--- src/rtl/gpir_pkg.sv ---
// Package: shared constants, slot geometry and the bus address map of
// the grouped priority interrupt resolver.
// Assumes a fixed group of eight sources with 3-bit codes and a 7-bit vector.
package gpir_pkg;

    localparam int NSRC        = 8;
    localparam int CODE_W      = 3;
    localparam int REG_W       = 32;
    localparam int VEC_W       = 7;
    localparam int POS_W       = 4;
    localparam int CMD_CODE_LO = 8;
    localparam int OVR_LO      = 24;

    typedef logic [NSRC-1:0][CODE_W-1:0] slot_arr_t;

    typedef enum logic [2:0] {
        A_SLOT = 3'd0,
        A_CFG  = 3'd1,
        A_MASK = 3'd2,
        A_VEC  = 3'd3,
        A_SET  = 3'd4
    } grp_addr_e;

    // Bit offset of the code field of a priority position.
    function automatic int slot_lsb(input int pos);
        return (pos < 4) ? (20 + (3 - pos) * 3) : (4 + (7 - pos) * 3);
    endfunction

    // Reset order: position k holds code k.
    function automatic slot_arr_t ident_slots();
        slot_arr_t r;
        for (int k = 0; k < NSRC; k++) r[k] = CODE_W'(k);
        return r;
    endfunction

endpackage

--- src/rtl/gpir_regs.sv ---
// Module: configuration storage of the resolver (slot codes, source
// enables, override source). Writes take effect at the rising edge.
// Assumes a single-beat write bus; reads are assembled by the parent.
module gpir_regs
    import gpir_pkg::*;
(
    input  logic                 clk,
    input  logic                 rst_n,
    input  logic                 wen_i,
    input  logic [2:0]           addr_i,
    input  logic [REG_W-1:0]     wdata_i,
    output slot_arr_t            slot_q,
    output logic [NSRC-1:0]      en_q,
    output logic [VEC_W-1:0]     ovr_q
);

    localparam slot_arr_t IDENT = ident_slots();

    logic [POS_W-1:0]  cmd_pos;
    logic [CODE_W-1:0] cmd_code;
    logic              cmd_ok;

    // Decode the fields of a slot update command.
    always_comb begin
        cmd_pos  = wdata_i[POS_W-1:0];
        cmd_code = wdata_i[CMD_CODE_LO +: CODE_W];
        cmd_ok   = (cmd_pos < POS_W'(NSRC));
    end

    // Register update on reset or bus write.
    always_ff @(posedge clk) begin
        if (!rst_n) begin
            slot_q <= IDENT;
            en_q   <= '0;
            ovr_q  <= '0;
        end else if (wen_i) begin
            case (grp_addr_e'(addr_i))
                A_SLOT: for (int p = 0; p < NSRC; p++)
                            slot_q[p] <= wdata_i[slot_lsb(p) +: CODE_W];
                A_CFG:  ovr_q <= wdata_i[OVR_LO +: VEC_W];
                A_MASK: for (int n = 0; n < NSRC; n++)
                            en_q[n] <= wdata_i[REG_W-1-n];
                A_SET:  if (cmd_ok) slot_q[cmd_pos[CODE_W-1:0]] <= cmd_code;
                default: ;
            endcase
        end
    end

    // reset loads identity order, clears enables and override.
    a_r1_reset_state: assert property (@(posedge clk)
        !rst_n |=> (slot_q == IDENT) && (en_q == '0) && (ovr_q == '0));

    // a command with a position of 8 or more leaves the slots alone.
    a_r9_bad_position_ignored: assert property (@(posedge clk) disable iff (!rst_n)
        (wen_i && addr_i == A_SET && wdata_i[POS_W-1:0] >= POS_W'(NSRC))
        |=> $stable(slot_q));

    // writes to the vector address touch no register.
    a_r10_vec_write_inert: assert property (@(posedge clk) disable iff (!rst_n)
        (wen_i && addr_i == A_VEC) |=> $stable(slot_q) && $stable(en_q) && $stable(ovr_q));

endmodule

--- src/rtl/gpir_select.sv ---
// Module: combinational winner selection. It walks the priority positions
// in order, skips codes already seen in an earlier position, and lets a
// matching active override source pre-empt the slot winner.
// Assumes VEC_BASE >= 1 and VEC_BASE + NSRC - 1 <= 127.
module gpir_select
    import gpir_pkg::*;
#(
    parameter int VEC_BASE = 32
) (
    input  slot_arr_t            slot_i,
    input  logic [NSRC-1:0]      active_i,
    input  logic [VEC_W-1:0]     ovr_i,
    output logic [VEC_W-1:0]     vec_o
);

    localparam logic [VEC_W-1:0] BASE = VEC_W'(VEC_BASE);

    logic [NSRC-1:0]   seen;
    logic              found;
    logic [CODE_W-1:0] win_code;
    logic [VEC_W-1:0]  ovr_off;
    logic              ovr_hit;

    // Priority walk over positions, first unique active code wins.
    always_comb begin
        seen     = '0;
        found    = 1'b0;
        win_code = '0;
        for (int p = 0; p < NSRC; p++) begin
            if (!found && !seen[slot_i[p]] && active_i[slot_i[p]]) begin
                found    = 1'b1;
                win_code = slot_i[p];
            end
            seen[slot_i[p]] = 1'b1;
        end
    end

    // Override match: source inside the group and currently active.
    always_comb begin
        ovr_off = ovr_i - BASE;
        ovr_hit = (ovr_i >= BASE) && (ovr_off < VEC_W'(NSRC))
                  && active_i[ovr_off[CODE_W-1:0]];
    end

    // Final vector: override, then slot winner, else none.
    always_comb begin
        if (ovr_hit)    vec_o = ovr_i;
        else if (found) vec_o = BASE + VEC_W'(win_code);
        else            vec_o = '0;
    end

endmodule

--- src/rtl/gpir_top.sv ---
// Module: top of the grouped priority interrupt resolver. Qualifies the
// requests with the enables, resolves the vector, drives the core
// request and the read mux of the register bus.
// Assumes synchronous active-low reset and a combinational read path.
module gpir_top
    import gpir_pkg::*;
#(
    parameter int VEC_BASE = 32
) (
    input  logic              clk,
    input  logic              rst_n,
    input  logic [7:0]        src_req_i,
    input  logic [2:0]        bus_addr_i,
    input  logic              bus_wen_i,
    input  logic [31:0]       bus_wdata_i,
    output logic [31:0]       bus_rdata_o,
    output logic [6:0]        vec_o,
    output logic              irq_o
);

    localparam logic [VEC_W-1:0] BASE = VEC_W'(VEC_BASE);

    slot_arr_t        slot_q;
    logic [NSRC-1:0]  en_q;
    logic [VEC_W-1:0] ovr_q;
    logic [NSRC-1:0]  active;
    logic [REG_W-1:0] slot_word;
    logic [REG_W-1:0] mask_word;

    gpir_regs u_regs (
        .clk     (clk),
        .rst_n   (rst_n),
        .wen_i   (bus_wen_i),
        .addr_i  (bus_addr_i),
        .wdata_i (bus_wdata_i),
        .slot_q  (slot_q),
        .en_q    (en_q),
        .ovr_q   (ovr_q)
    );

    // Only requests that are pending and enabled compete.
    always_comb active = src_req_i & en_q;

    gpir_select #(.VEC_BASE(VEC_BASE)) u_sel (
        .slot_i   (slot_q),
        .active_i (active),
        .ovr_i    (ovr_q),
        .vec_o    (vec_o)
    );

    // Core request follows a non-zero vector.
    always_comb irq_o = (vec_o != '0);

    // Pack slot codes and enables into their register images.
    always_comb begin
        slot_word = '0;
        mask_word = '0;
        for (int p = 0; p < NSRC; p++) slot_word[slot_lsb(p) +: CODE_W] = slot_q[p];
        for (int n = 0; n < NSRC; n++) mask_word[REG_W-1-n] = en_q[n];
    end

    // Read mux of the register bus.
    always_comb begin
        case (grp_addr_e'(bus_addr_i))
            A_SLOT:  bus_rdata_o = slot_word;
            A_CFG:   bus_rdata_o = {1'b0, ovr_q, 24'b0};
            A_MASK:  bus_rdata_o = mask_word;
            A_VEC:   bus_rdata_o = {25'b0, vec_o};
            default: bus_rdata_o = '0;
        endcase
    end

    // a non-zero vector always names an active source.
    a_r4_winner_is_active: assert property (@(posedge clk) disable iff (!rst_n)
        (vec_o != '0) |-> active[3'(vec_o - BASE)]);

    // the vector is 0 or lies inside the group's range.
    a_r7_vector_in_range: assert property (@(posedge clk) disable iff (!rst_n)
        (vec_o == '0) || (vec_o >= BASE && vec_o <= BASE + 7'd7));

    // an active in-group override source always wins.
    a_r6_override_wins: assert property (@(posedge clk) disable iff (!rst_n)
        (ovr_q >= BASE && ovr_q <= BASE + 7'd7 && active[3'(ovr_q - BASE)])
        |-> (vec_o == ovr_q));

    // with no enabled request, no vector is presented.
    a_r3_no_enabled_no_vector: assert property (@(posedge clk) disable iff (!rst_n)
        (active == '0) |-> (vec_o == '0));

endmodule

--- config.mk ---
export PLATFORM = sky130hd
export DESIGN_NAME = gpir_top
export DESIGN_NICKNAME = d
export VERILOG_FILES = /design/src/rtl/gpir_pkg.sv /design/src/rtl/gpir_regs.sv /design/src/rtl/gpir_select.sv /design/src/rtl/gpir_top.sv
export SDC_FILE = /design/constraint.sdc
export NUM_CORES = 1
export LEC_CHECK = 0
export ABC_AREA = 1
export BUFFER_PORTS_ARGS = -buffer_cell sky130_fd_sc_hd__buf_2
export CAP_MARGIN = 20
export CORE_MARGIN = 4
export CORE_UTILIZATION = 30
export CTS_CLUSTER_SIZE = 20
export DETAILED_ROUTE_END_ITERATION = 6
export MAX_ROUTING_LAYER = met4
export RECOVER_POWER = 100
export SYNTH_ARGS = -nofsm -noshare
export SYNTH_HDL_FRONTEND = slang
export SYNTH_SLANG_ARGS = --single-unit
--- constraint.sdc ---
create_clock -name clk -period 2.57 [get_ports clk]
set_clock_uncertainty 0.15 [all_clocks]
set_input_delay 0.3855 -clock clk [delete_from_list [all_inputs] [get_ports clk]]
set_output_delay 0.3855 -clock clk [all_outputs]
set_load 0.03 [all_outputs]
# After elaboration in Yosys (flattened, before gate mapping)
# Memory sizes are Yosys's and may differ from the RTL's. A register that Yosys moved wholly into a read port is not among the register bits.
# Index checks and enable logic that the tools add are counted.
# Widths: inputs -> output; s select.
# word_totals
out_inout_bits	40
reg_bits	39
wordCells	165
memories	1
rom_bits	8
inputBits	46
# classes
mux	73
n_addsub	2
reduce_logical	46
magnitude_cmp	21
bitwise_logic	7
eq_ne	5
# mem_list
name	words	width	read_ports	rd_ports_with_merged_regs	wr	line	source
(no name shown)	8	1	1	1	0	gpir_select.sv:30	if (!found && !seen[slot_i[p]] && active_i[slot_i[p]]) begin
# ops
op	count
$pmux 32 s4	1
$bmux 1 s3	16
$or 8x8->8	6
$pmux 24 s2	1
$lt 3x4->1 const B	10
$mux 3	11
$mux 1	32
$logic_and 1x1->1	25
$bwmux 24	1
$ge 3x1->1 const B	8
$mux 24	1
$demux 1 s3	7
$logic_not 1->1	15
$mux 7	2
$demux 3 s3	1
$and 8x8->8	1
$add 6x3->7 const A	1
$ge 7x6->1 const B	1
$lt 7x4->1 const B	1
$reduce_bool 7->1	1
$sub 7x6->7 const B	1
$eq 3x2->1 const B	2
$lt 4x4->1 const B	1
$reduce_and 2->1	2
6 further kinds	6

# Depth between registers and ports, before layout
# logic_depth
ltp_word	38
depth_mapped	19
ltp_nobuf	18

# Cells and area by module
# A second synthesis with hierarchy kept.
# hier_totals
hier_cells	895
area_unflattened_um2	4630.7
# by_module_without_submodules
module	area_per_inst_um2	instances	cells_per_inst	seq_area_each_um2
gpir_select	2168.3	1	496	0.0
gpir_regs	1881.8	1	289	780.7
gpir_top	580.6	1	110	0.0

# Worst setup path before layout
# No wires, ideal clock.
# synth_path
kind	register -> output
from	reg u_regs.slot_q[4] (netlist name)
to	out bus_rdata_o[5]
stages_incl_launch_ff	18
path_buffers	1
required_ps	2034
t_arrival_ps	2165
setup_slack_ps	-131
path_cell_list	dfxtp_1 -> buf_6 -> nor2_4 -> nand2_1 -> nand2_1 -> nand2_1 -> o21ai_1 -> nor2_1 -> nand2_1 -> nor2_4 -> nor2_2 -> nand3_1 -> nor2_1 -> nand3_1 -> nand2_2 -> nand2_1 -> nand3_1 -> o21ai_0
# synth_between
elab_chain_len	35
elab_cells_between_ends	72
classes_between	add/sub: 1; order compare: 2; mux: 35; bitwise: 6; reduce/logical: 28
# synth_lines
item	line	source
start: declaration	gpir_regs.sv:12	output slot_arr_t slot_q,
start signal: indexed assignment	gpir_regs.sv:39	slot_q[p] <= wdata_i[slot_lsb(p) +: CODE_W];
start signal: indexed assignment	gpir_regs.sv:43	A_SET: if (cmd_ok) slot_q[cmd_pos[CODE_W-1:0]] <= cmd_code;
$lt 3x4->1 (implied by the code) / $ge 3x1->1 (equally long branches)	gpir_select.sv:34	seen[slot_i[p]] = 1'b1;
$logic_and 1x1->1 (implied by the code)	gpir_select.sv:34	
$mux 1 (implied by the code)	gpir_select.sv:34	
$demux 1 s3	-	
$or 8x8->8 (no source line)	-	
$bmux 1 s3	gpir_select.sv:30	
$mux 1 (implied by the code)	gpir_select.sv:30	
$logic_not 1->1	gpir_select.sv:30	
[19 not listed]	-	
$logic_not 1->1	gpir_select.sv:30	
$logic_and 1x1->1 (2 in series)	gpir_select.sv:30	
$mux 3	gpir_select.sv:30	
$add 6x3->7	gpir_select.sv:48	else if (found) vec_o = BASE + VEC_W'(win_code);
$mux 7 *	gpir_select.sv:48	
$mux 7 *	gpir_select.sv:47	if (ovr_hit) vec_o = ovr_i;
named net vec_o[5]	gpir_top.sv:17	output logic [6:0] vec_o,
$pmux 32 s4 *	gpir_top.sv:64	case (grp_addr_e'(bus_addr_i))
end: declaration	gpir_top.sv:16	output logic [31:0] bus_rdata_o,
# The timed path passes the listed nets; every way through them passes the cells marked *. The select of a mux whose other input is x is not followed.

# Worst setup path after layout
# layout_path
from	reg u_regs.slot_q[2] (netlist name)
to	out bus_rdata_o[2]
# layout_between
elab_chain_len	38
elab_cells_between_ends	76
classes_between	add/sub: 1; order compare: 2; mux: 37; bitwise: 6; reduce/logical: 30
# layout_lines
item	line
$lt 3x4->1 (implied by the code) / $ge 3x1->1 (equally long branches)	gpir_select.sv:34
$logic_and 1x1->1 (implied by the code)	gpir_select.sv:34
$mux 1 (implied by the code)	gpir_select.sv:34
$demux 1 s3	-
$bmux 1 s3	gpir_select.sv:30
$mux 1 (implied by the code)	gpir_select.sv:30
$logic_not 1->1	gpir_select.sv:30
$logic_and 1x1->1 (2 in series)	gpir_select.sv:30
[20 not listed]	-
$mux 1	gpir_select.sv:30
$logic_not 1->1	gpir_select.sv:30
$logic_and 1x1->1 (2 in series)	gpir_select.sv:30
$mux 3	gpir_select.sv:30
$add 6x3->7	gpir_select.sv:48
$mux 7 *	gpir_select.sv:48
$mux 7 *	gpir_select.sv:47
$pmux 32 s4 *	gpir_top.sv:64
# Every way passes the cells marked *; elsewhere a longest branch is shown, timed or not. The select of a mux whose other input is x is not followed.

==> metrics list <==
- The synthesized netlist contains 37 unique library cells.
- X dimension of the die: 130 µm
* Register bit count reported by yosys: 39
- The floorplan step defined a core boundary enclosing 0.0145 mm².
- Dividing total power by cell area gives a power density of roughly 360 mW/mm².
- Required time at the worst-slack endpoint: 2030 ps
- Counting I/O delays and the setup requirement, the final critical path takes 3180 ps.
- After filler insertion, the fill cell instance count of the layout stands at 1636.
* Detailed Routing Iterations Pass 1: 7
- Gpl congestion: ~1.0
- Count of yosys warnings during synthesis: 0
- Timing would allow up to around 310 MHz.
- The number of antenna violations at the first check in global routing came to 0.
* Synth-to-layout area growth: 45.0%
- Detailed-route via count: 6146
* Buffers added on ports: 73
- Latest clock arrival within the worst-skew pair: ~290 ps
- Worst reg-to-reg setup slack: approximately 1400 ps
- Status: complete, but fails checks
- Startpoint of the tightest hold check path: bus_wdata_i[31]
* Hold Fails Final Rpt: 0
* CTS H-tree lvls: 2
- Global-route wire length before repair: between 20000 and 30000 µm
- Ant. Diodes: 0
- At the worst endpoint, the arrival time is between 2000 and 3000 ps.
- The first routing iteration left 575 violations.
- Setup WS post-layout: -606 ps
* Critical path endpoint: bus_rdata_o[2]
* Clock Tree Root: clkbuf_16
* Number of placement rows: 44
- Violated checks: setup timing
- Cell total after placement: between 1000 and 1500
* Number of instances in the synthesized netlist: approximately 830
- Most common cell after layout, fill and taps aside: nand2_1
- Pin placement for this block handled 86 I/O pins.
* Peak fanout along the critical path: 8
* CP Capture Type: output pin
- Once detailed placement completed, the half-perimeter wirelength came to roughly 16000 µm.
- Count of cells along the worst register-to-register path: 3
- The die covers 0.0168 mm².
- Cells with a size suffix above 1 make up between 30 and 40% of the layout.
- Maximum clock path buffer count: 2
* Total clock buffers created by CTS: 5
* Post-route ant nets: 0
- In this run the static leakage power is between 3 and 4 nW.
* Maximum number of pins on one net before global-route repair: 27
* Commonest cells after routing, fill and taps aside: nand2_1 (190), buf_4 (131), nor2_1 (123), inv_1 (93), nand3_1 (78)
- In this run the critical register-to-register path is launched from u_regs.ovr_q[0]$_SDFFE_PN0P_.
- After global routing the overflow that remains totals 0.
- Post-cts hold buffer count: 0
- Post-detailed-route wirelength per cell: approximately 16 µm
* DR DRC count: 0
- Layout Nets: between 1000 and 1500
- After synthesis the cells add up to 0.00444 mm².
- Unrepaired setup endpoints after global routing: yes
- Hold timing on the final database bottoms out at a slack of 222 ps.
- Peak supply drop: 0.373 mV
- Worst Hold Class: in -> reg
* Worst setup path class: reg -> out
- Starting density of the core: about 31%
* Worst slew slack as a fraction of its limit: roughly two fifths
- Global routing usage summed across all routing layers: between 20 and 25%
* Tightest Pin Transition: approximately 900 ps
- Sequential cells were found to cover 17.6% of the synthesized design area.
* Vias in the first global route: between 5000 and 6000
- The number of max-slew violations in the final report is 0.
* Final Setup Violations: 9
* Clock Sink Count: 39
* Drt via density: between 5 and 6
* Max cap viols: 0
- Mean instance size in the synthesized netlist: about 5.3 µm²
- Die span in y: 130 µm
- Leaving out filler cells and counting taps, the final layout contains roughly 1200.
- Tracing the worst setup path back leads to its startpoint at u_regs.slot_q[2]$_SDFFE_PN0P_.
- The endpoint identified for the worst register-to-register timing path is u_regs.ovr_q[0]$_SDFFE_PN0P_.
- Post-route clock period utilization: 124%
* CP startpoint kind: register
* Wirelength, routed: 19100 µm
- TritonCTS built the clock tree.
* Clock transition at path regs: about 60 ps
## per-layer routing
metal | vias up | global-route usage (%) | wire length (µm)
met2 | 273 | 36.2 | 8800
met4 | 0 | 8.86 | 563
li1 | 3094 | - | -
met5 | - | - | 0
met3 | 40 | 1.36 | 1280
met1 | 2739 | 31.1 | 8500
## where the power goes
group / internal (mW) / leakage [nW] / switching [mW]
sequential: 0.624 / 0.321 / 0.0291
combinational: 0.346 / 2.99 / 0.595
clock: 0.461 / 0.0804 / 0.262
total: 1.43 / 3.39 / 0.886
## synthesized netlist by cell type, drive strengths merged
library cell	n	share of area [%]
nand2	202	17
nor2	157	15
inv	112	9.6
nand3	102	13
o21ai	74	8.3
a21oi	46	5.2
dfxtp	39	18
nor3	23	2.7
buf	22	3.7
nand4	15	2.1
clkbuf	9	0.76
o211ai	7	1.2
a22oi	6	1.0
a31oi	6	0.85
o22ai	3	0.42
a21o	2	0.34
clkinv	2	0.17
nand3b	2	0.42
and3	1	0.14
conb	1	0.085
nor4	1	0.14
o21bai	1	0.17
## cells by family after synthesis
kind of cell | Yosys count | synth area share (%)
AND/OR/NAND/NOR | 503 | 50.5
flip-flops | 39 | 17.6
buffers and inverters | 145 | 14.3
other | 1 | 0.0845
AO/OA/AOI/OAI | 145 | 17.5
## flip-flops by register name (all words and copies together), names as in the netlist
name           cells
u_regs.en_q        8
u_regs.slot_q     24
u_regs.ovr_q       7
## repair_timing
item | 4_1_cts | 5_1_grt
setup buffers | 0 | 5
endpoints found under the setup margin | 9 | 9
gates resized for setup | 64 | 41
pin swaps | 10 | 10
## final cells by class
type | instances | area (µm²) | area share, %
flip-flops and latches | 39 | 801 | 12.4
repair buffers | 212 | 1470 | 22.8
clock inverters | 3 | 46.3 | 0.720
multi-input cells | 656 | 3320 | 51.6
clock buffers | 5 | 125 | 1.94
well taps | 184 | 230 | 3.58
inverters | 114 | 445 | 6.92
## critical path, stage by stage (launching register included)
cell	delay (ps)
dfxtp_4	430
buf_4	150
nand3_2	110
o21ai_1	200
nor2_1	100
nand2_4	70
buf_4	110
inv_4	40
nor2_8	130
nand3_4	90
nor2_4	180
nand3_4	120
nor2_4	110
nor2_1	50
nand2_1	80
nand2_2	70
a21oi_2	150
buf_6	150
## worst min path at each step
| stage | end | cells after the start |
|---|---|---|
| after floorplan | u_regs.ovr_q[5]$_SDFFE_PN0P_ | 2 |
| after global placement | u_regs.ovr_q[5]$_SDFFE_PN0P_ | 2 |
| after detailed placement | u_regs.ovr_q[5]$_SDFFE_PN0P_ | 2 |
| after CTS | u_regs.slot_q[2]$_SDFFE_PN0P_ | 3 |
| after global routing | u_regs.slot_q[0]$_SDFFE_PN0P_ | 3 |
| final | u_regs.slot_q[2]$_SDFFE_PN0P_ | 3 |
## per-stage QoR
stage               setup WS, ps  instance area (µm²)  util, %  power, mW  setup TNS (ps)
floorplan                  -97.4                 4470        -       1.20           -97.4
global route                -778                 6430     44.3       2.45           -6430
global placement            -436                 5970     41.1       1.52           -3430
finish                      -606                 6430     44.3       2.32           -4790
CTS                         -570                 6310     43.4       2.29           -4620
detailed placement          -425                 5970     41.1       1.52           -3380
(Power assumes the default switching activity.)
